$ cat src/rtl/hbs_pkg.sv
package hbs_pkg;
    localparam int ST_W        = 10;
    localparam int CTL_W       = 8;
    localparam int B_CFG_DONE  = 0;
    localparam int B_IO_DONE   = 1;
    localparam int B_DMA_DONE  = 2;
    localparam int B_MWR_DONE  = 3;
    localparam int B_RTA       = 4;
    localparam int B_RMA       = 5;
    localparam int B_TTE       = 6;
    localparam int B_DUP_CI    = 8;
    localparam int B_DUP_DMA   = 9;
    localparam logic [ST_W-1:0] ST_MASK = 10'h37F;
    localparam logic [11:0] OFF_STATUS = 12'h004;
    localparam logic [11:0] OFF_CTL    = 12'h008;

    typedef struct packed {
        logic burst_off;
        logic swap;
    } ctl_mode_t;

    typedef struct packed {
        logic [5:0] ien;
        ctl_mode_t  mode;
    } ctl_reg_t;

    // Status bits that each interrupt-enable bit (2..7) guards, in enable order
    function automatic logic [5:0] irq_events(input logic [ST_W-1:0] st);
        return {st[B_DUP_DMA], st[B_DUP_CI], st[B_MWR_DONE],
                st[B_DMA_DONE], st[B_IO_DONE], st[B_CFG_DONE]};
    endfunction
endpackage

$ cat src/rtl/hbs_req_gate.sv
module hbs_req_gate #(
    parameter int N_REQ = 2
) (
    input  logic             clk,
    input  logic             rst,
    input  logic [N_REQ-1:0] req,
    input  logic             busy,
    output logic [N_REQ-1:0] go,
    output logic             dup
);
    logic             go_q;
    logic             class_busy;
    logic [N_REQ-1:0] first;

    assign class_busy = busy | go_q;
    assign first      = req & (~req + {{(N_REQ-1){1'b0}}, 1'b1});
    assign go         = class_busy ? '0 : first;
    assign dup        = ((|req) & class_busy) | (|(req & ~first));

    always_ff @(posedge clk) begin
        if (rst) go_q <= 1'b0;
        else     go_q <= |go;
    end

    // never more than one start pulse per class
    a_r4_one_go: assert property (@(posedge clk) disable iff (rst) $onehot0(go));
    // engine busy blocks every start in this class
    a_r2_busy_blocks: assert property (@(posedge clk) disable iff (rst)
        busy |-> go == '0);
    // a start is never followed directly by another start
    a_r2_no_back_to_back: assert property (@(posedge clk) disable iff (rst)
        (|go) |=> go == '0);
endmodule

$ cat src/rtl/hbs_w1c.sv
module hbs_w1c #(
    parameter int W = 8
) (
    input  logic         clk,
    input  logic         rst,
    input  logic [W-1:0] set,
    input  logic [W-1:0] clr,
    output logic [W-1:0] q
);
    always_ff @(posedge clk) begin
        if (rst) q <= '0;
        else     q <= (q & ~clr) | set;
    end

    // a hardware set always survives a simultaneous clear
    a_r7_set_wins: assert property (@(posedge clk) disable iff (rst)
        (|set) |=> (q & $past(set)) == $past(set));
    // a bit with neither set nor clear keeps its value
    a_r6_hold: assert property (@(posedge clk) disable iff (rst)
        (set == '0 && clr == '0) |=> $stable(q));
endmodule

$ cat src/rtl/hbs_regs.sv
module hbs_regs
    import hbs_pkg::*;
#(
    parameter int ADDR_W = 12,
    parameter int DATA_W = 32
) (
    input  logic              clk,
    input  logic              rst,
    input  logic [ADDR_W-1:0] reg_addr,
    input  logic              reg_wr,
    input  logic [DATA_W-1:0] reg_wdata,
    output logic [DATA_W-1:0] reg_rdata,
    input  logic              req_cfg,
    input  logic              req_io,
    input  logic              req_dma,
    input  logic              cfgio_busy,
    input  logic              dma_busy,
    output logic              cfg_go,
    output logic              io_go,
    output logic              dma_go,
    input  logic              cfg_done,
    input  logic              io_done,
    input  logic              dma_done,
    input  logic              memwr_done,
    input  logic              tgt_abort,
    input  logic              mst_abort,
    input  logic              tgt_timeout,
    input  logic [1:0]        cs_clr,
    output logic [1:0]        cs_abort,
    output logic              ctl_swap,
    output logic              ctl_burst_off,
    output logic              cpu_irq
);
    localparam int PAD_ST  = DATA_W - ST_W;
    localparam int PAD_CTL = DATA_W - CTL_W;

    logic [1:0]      ci_go;
    logic [0:0]      d_go;
    logic            dup_ci, dup_dma;
    logic [ST_W-1:0] st_set, st_clr, st_q;
    logic            wr_st, wr_ctl;
    ctl_reg_t        ctl_q;

    hbs_req_gate #(.N_REQ(2)) u_gate_ci (
        .clk(clk), .rst(rst), .req({req_io, req_cfg}), .busy(cfgio_busy),
        .go(ci_go), .dup(dup_ci));

    hbs_req_gate #(.N_REQ(1)) u_gate_dma (
        .clk(clk), .rst(rst), .req(req_dma), .busy(dma_busy),
        .go(d_go), .dup(dup_dma));

    assign cfg_go = ci_go[0];
    assign io_go  = ci_go[1];
    assign dma_go = d_go[0];

    assign wr_st  = reg_wr && (reg_addr == OFF_STATUS[ADDR_W-1:0]);
    assign wr_ctl = reg_wr && (reg_addr == OFF_CTL[ADDR_W-1:0]);

    always_comb begin
        st_set             = '0;
        st_set[B_CFG_DONE] = cfg_done;
        st_set[B_IO_DONE]  = io_done;
        st_set[B_DMA_DONE] = dma_done;
        st_set[B_MWR_DONE] = memwr_done;
        st_set[B_RTA]      = tgt_abort;
        st_set[B_RMA]      = mst_abort;
        st_set[B_TTE]      = tgt_timeout;
        st_set[B_DUP_CI]   = dup_ci;
        st_set[B_DUP_DMA]  = dup_dma;
        st_clr             = wr_st ? (reg_wdata[ST_W-1:0] & ST_MASK) : '0;
    end

    hbs_w1c #(.W(ST_W)) u_status (
        .clk(clk), .rst(rst), .set(st_set), .clr(st_clr), .q(st_q));

    hbs_w1c #(.W(2)) u_cs_copy (
        .clk(clk), .rst(rst), .set({mst_abort, tgt_abort}), .clr(cs_clr),
        .q(cs_abort));

    always_ff @(posedge clk) begin
        if (rst)         ctl_q <= '0;
        else if (wr_ctl) ctl_q <= ctl_reg_t'(reg_wdata[CTL_W-1:0]);
    end

    assign ctl_swap      = ctl_q.mode.swap;
    assign ctl_burst_off = ctl_q.mode.burst_off;
    assign cpu_irq       = |(irq_events(st_q) & ctl_q.ien);

    always_comb begin
        if (reg_addr == OFF_STATUS[ADDR_W-1:0])
            reg_rdata = {{PAD_ST{1'b0}}, st_q};
        else if (reg_addr == OFF_CTL[ADDR_W-1:0])
            reg_rdata = {{PAD_CTL{1'b0}}, ctl_q};
        else
            reg_rdata = '0;
    end

    // a config/I/O request against a busy engine is flagged next edge
    a_r2_dup_flag: assert property (@(posedge clk) disable iff (rst)
        ((req_cfg || req_io) && cfgio_busy) |=> st_q[B_DUP_CI]);
    // a DMA request against a busy engine is dropped and flagged
    a_r3_dma_reject: assert property (@(posedge clk) disable iff (rst)
        (req_dma && dma_busy) |-> !dma_go);
    a_r3_dma_flag: assert property (@(posedge clk) disable iff (rst)
        (req_dma && dma_busy) |=> st_q[B_DUP_DMA]);
    // simultaneous config and I/O never start the I/O cycle
    a_r5_cfg_first: assert property (@(posedge clk) disable iff (rst)
        (req_cfg && req_io) |-> !io_go);
    // both abort copies are set on the same edge
    a_r8_rta_pair: assert property (@(posedge clk) disable iff (rst)
        tgt_abort |=> (st_q[B_RTA] && cs_abort[0]));
    a_r8_rma_pair: assert property (@(posedge clk) disable iff (rst)
        mst_abort |=> (st_q[B_RMA] && cs_abort[1]));
    // with no register write the interrupt cannot drop
    a_r10_irq_hold: assert property (@(posedge clk) disable iff (rst)
        (cpu_irq && !reg_wr) |=> cpu_irq);
endmodule

$ cat config.mk
export PLATFORM = sky130hd
export DESIGN_NAME = hbs_regs
export DESIGN_NICKNAME = d
export VERILOG_FILES = /design/src/rtl/hbs_pkg.sv /design/src/rtl/hbs_req_gate.sv /design/src/rtl/hbs_w1c.sv /design/src/rtl/hbs_regs.sv
export SDC_FILE = /design/constraint.sdc
export NUM_CORES = 1
export LEC_CHECK = 0
export BUFFER_PORTS_ARGS = -buffer_cell sky130_fd_sc_hd__buf_2
export CORE_MARGIN = 4
export CORE_UTILIZATION = 40
export CTS_BUF_LIST = sky130_fd_sc_hd__clkbuf_4
export CTS_CLUSTER_SIZE = 30
export DETAILED_ROUTE_END_ITERATION = 10
export PLACE_DENSITY = 0.89
export SLEW_MARGIN = 20
export SYNTH_ARGS = -nofsm -noshare
export SYNTH_HDL_FRONTEND = slang
export SYNTH_SLANG_ARGS = --single-unit
$ cat constraint.sdc
create_clock -name clk -period 3.1 [get_ports clk]
set_clock_uncertainty 0.2 [all_clocks]
set_input_delay 0.465 -clock clk [delete_from_list [all_inputs] [get_ports clk]]
set_output_delay 0.465 -clock clk [all_outputs]
set_load 0.005 [all_outputs]
==> tab_implementation.tex <==
\begin{tabular}{lr}
\hline
Metric & Value \\
\hline
\multicolumn{2}{l}{\textbf{Critical path}} \\
Nature of the critical path startpoint & input pin \\
Most common cell type on the critical path & buf\_2 \\
Slowest stage delay, CP & 0.58 ns \\
Critical path buffers and inverters & 2 \\
Count of cells along the worst register-to-register path & 3 \\
Kind of cell adding the most delay to the critical path & simple AND/OR/NAND/NOR gates \\
Crit path arrival time & 1.78 ns \\
Slowest CP cell & or4\_4 \\
Endpoint class of the critical path & output pin \\
Internal reg-to-reg setup slack & 1.90 ns \\
Launch point of the worst reg-to-reg path & u\_gate\_ci.go\_q \\
Crit path kind & in -> out \\
Endpoint of the worst register-to-register path & u\_status.q[8] \\
Required @ worst endpoint & 2.43 ns \\
Critical Path Fanout Max & 7 \\
Ordered list of cells on the worst path & buf\_2, or4\_4, or2\_1, nor2\_1, buf\_2 \\
\multicolumn{2}{l}{\textbf{Layout}} \\
Layout cell share with drive strength beyond 1 & between 30\% and 40\% \\
Net count reported at finish & 262 \\
Commonest non-fill, non-tap cells in the layout & buf\_2, conb\_1, dfxtp\_1, nand2b\_1 \\
Non-filler instance count after layout & between 200 and 250 \\
Area growth from synthesis to final layout & 20.6\% \\
Footprint of the multi-input gates & 737 sq um \\
Most frequent standard cell in the layout excluding fill and tap cells & buf\_2 \\
Share of the core filled with cells in the final layout & 50.9\% \\
FF/Latch Area & between 400 and 500 sq um \\
Filler cell count in the final layout & 315 \\
Number of antenna cells inserted & 0 \\
Finished Cell Area & 0.00157 sq mm \\
\multicolumn{2}{l}{\textbf{Global routing}} \\
Maximum number of pins on one net before global-route repair & 30 \\
Number of global-route vias before repair & $\sim$1100 \\
All-Layer GR Usage & 14.2\% \\
Grt total ovfl & 0 \\
Initial antenna violation count & 0 \\
Global-route wire length before repair & around 4800 um \\
\multicolumn{2}{l}{\textbf{Placed design}} \\
Placer congestion estimate & 0.758 \\
Detailed placement HPWL & 2450 um \\
Dpl cell area & 0.00154 sq mm \\
Number of placed cells counting well taps & 240 \\
Input/output buffers & 56 \\
Post-Place Setup Slack & 0.642 ns \\
\multicolumn{2}{l}{\textbf{Floorplanning}} \\
Rows & 20 \\
DIE AREA & 0.00423 sq mm \\
Die width & between 60 and 70 um \\
Die Ht & $\sim$65 um \\
Boundary Pins & 101 \\
Effective utilization at floorplan & 42.2\% \\
Placeable core area & 0.00308 sq mm \\
\multicolumn{2}{l}{\textbf{Clock tree}} \\
CTS clock-pin slew for the worst setup and hold paths & 0.12 ns \\
Clk Latency, worst-skew pair & 0.30 ns \\
H-tree levels & 1 \\
CTS Buf Count & 3 \\
Hold-fix buffers at CTS & 0 \\
CTS tree & done \\
Maximum buffer depth of the clock tree & 2 \\
Clock root buffer & clkbuf\_4 \\
Clock Sink Count & 21 \\
Post-CTS Setup Repair Bufs & 0 \\
Post-cts repair resize count & 0 \\
\multicolumn{2}{l}{\textbf{Min path}} \\
Hold Startpoint & reg\_wdata[1] \\
Count of cells along the worst hold path & 2 \\
Endpoint of the worst hold path & u\_status.q[1] \\
Tightest Hold Check Type & in -> reg \\
\multicolumn{2}{l}{\textbf{Synth}} \\
Cells taking the most area after synthesis & dfxtp\_1, buf\_4, nand2b\_1 \\
Library cell occupying the most area in the post-synthesis netlist & dfxtp\_1 \\
Ys Warns & 0 \\
Flip-flop cell with the highest count after synthesis & dfxtp\_1 \\
Asr flop ratio synth & 0\% \\
Count of different cell masters after synthesis & 30 \\
Fraction of the yosys area taken by sequential cells & about 32\% \\
Syn Inst Count & 144 \\
Mean instance size in the synthesized netlist & roughly 9.0 sq um \\
Count of flip-flops with a built-in enable after synthesis & 0 \\
Syn Std Cell Area & 0.00130 sq mm \\
Post-synthesis register bit count & 21 \\
Fraction of synthesized cell area taken by the top area cell type & between 30\% and 40\% \\
\multicolumn{2}{l}{\textbf{Timing}} \\
Period utilisation layout & 78.8\% \\
Count of endpoints failing setup in the final report & 0 \\
Worst hold slack & 0.142 ns \\
Fmax achieved & 409 MHz \\
Final setup margin & 0.658 ns \\
Worst slew slack as a fraction of its limit & 50.8\% \\
RSZ-0062 raised after global routing & no \\
Final hold viol count & 0 \\
Summed negative setup slack over all endpoints & 0 ns \\
Number of max-slew violations in the final report & 0 \\
Final critical-path required period & 2.44 ns \\
Slew of the pin with the lowest slew margin & 0.735 ns \\
\multicolumn{2}{l}{\textbf{Drt}} \\
Number of DRC violations after detailed routing & 0 \\
DRT Pass-1 Iters & 4 \\
Via density & 4.84 \\
Final antenna-violating net count & 0 \\
Total Routed Length & between 3000 and 4000 um \\
Vias & 1180 \\
Initial drt markers & 40 \\
Average wire per standard cell & $\sim$13 um \\
\multicolumn{2}{l}{\textbf{Run status}} \\
Run status & finished, final reports clean \\
\multicolumn{2}{l}{\textbf{Run}} \\
Max\_cap viols & 0 \\
\multicolumn{2}{l}{\textbf{Pwr}} \\
PD cells & 327 mW/mm\^{}2 \\
PnR Total Power & approximately 510 uW \\
P\_leak & 0.746 nW \\
Worst-case vdd ir drop & 0.212 mV \\
\hline
\end{tabular}
==> where the power goes <==
group | internal (mW) | total, mW | leakage [nW] | switching, mW
logic | 0.0413 | 0.0815 | 0.555 | 0.0402
clock network | 0.0589 | 0.142 | 0.0184 | 0.0828
registers | 0.281 | 0.290 | 0.173 | 0.00876
total | 0.382 | 0.513 | 0.746 | 0.132
==> logic make-up after synthesis <==
kind of cell,after synthesis,synth area share [%]
compound gates,31,16.7
other cells,1,0.288
simple gates,48,27.5
flops,21,32.3
mux,8,6.16
buf+inv,35,17.0
==> worst reg2reg max path, cell delays in order, from the launching register on <==
cell and delay, ns:
dfxtp_1 0.36, o31ai_1 0.27, and3_1 0.19, a211oi_1 0.06
==> cells in the mapped netlist, types with 2 or more instances <==
| cell | instances |
|---|---|
| a22oi_1 | 10 |
| a211oi_1 | 2 |
| o21bai_1 | 7 |
| nor3b_1 | 2 |
| nor4b_4 | 2 |
| dfxtp_1 | 21 |
| or4_4 | 2 |
| nor2_1 | 10 |
| mux2i_1 | 8 |
| inv_1 | 8 |
| a31oi_1 | 7 |
| and3_1 | 4 |
| nand2b_1 | 18 |
| clkbuf_1 | 4 |
| nor2b_1 | 2 |
| a21oi_1 | 2 |
| buf_4 | 22 |
==> final cells by class <==
class,instances,area share (%)
Multi-Input combinational cell,109,47.0
Sequential cell,21,26.8
Tap cell,44,3.51
Clock buffer,4,1.92
Timing Repair Buffer,58,18.8
Inverter,8,1.92
==> registers in the layout, summed over array words and instances (netlist names) <==
register / count
ctl_burst_off: 1
ctl_swap: 1
u_cs_copy.q: 2
u_gate_dma.go_q: 1
u_gate_ci.go_q: 1
u_status.q: 9
ctl_q: 6
==> layer usage <==
metal | vias up | wire, um | global-route usage [%]
met5 | - | 0 | 0
met4 | 0 | 12 | 3.89
met3 | 2 | 343 | 3.81
met2 | 63 | 1410 | 25.2
met1 | 542 | 1300 | 16.9
li1 | 573 | - | -
==> how the worst max path moves through the flow <==
stage	from	end	slack [ns]	cells past startpoint
after floorplan	reg_addr[7]	reg_rdata[0]	0.88	4
after global placement	reg_addr[7]	reg_rdata[2]	0.65	5
after detailed placement	reg_addr[7]	reg_rdata[4]	0.64	5
after CTS	reg_addr[7]	reg_rdata[4]	0.64	5
after global routing	reg_addr[7]	reg_rdata[4]	0.58	5
final	reg_addr[7]	reg_rdata[4]	0.66	5
No activity file was read; power rests on OpenSTA's default activity.
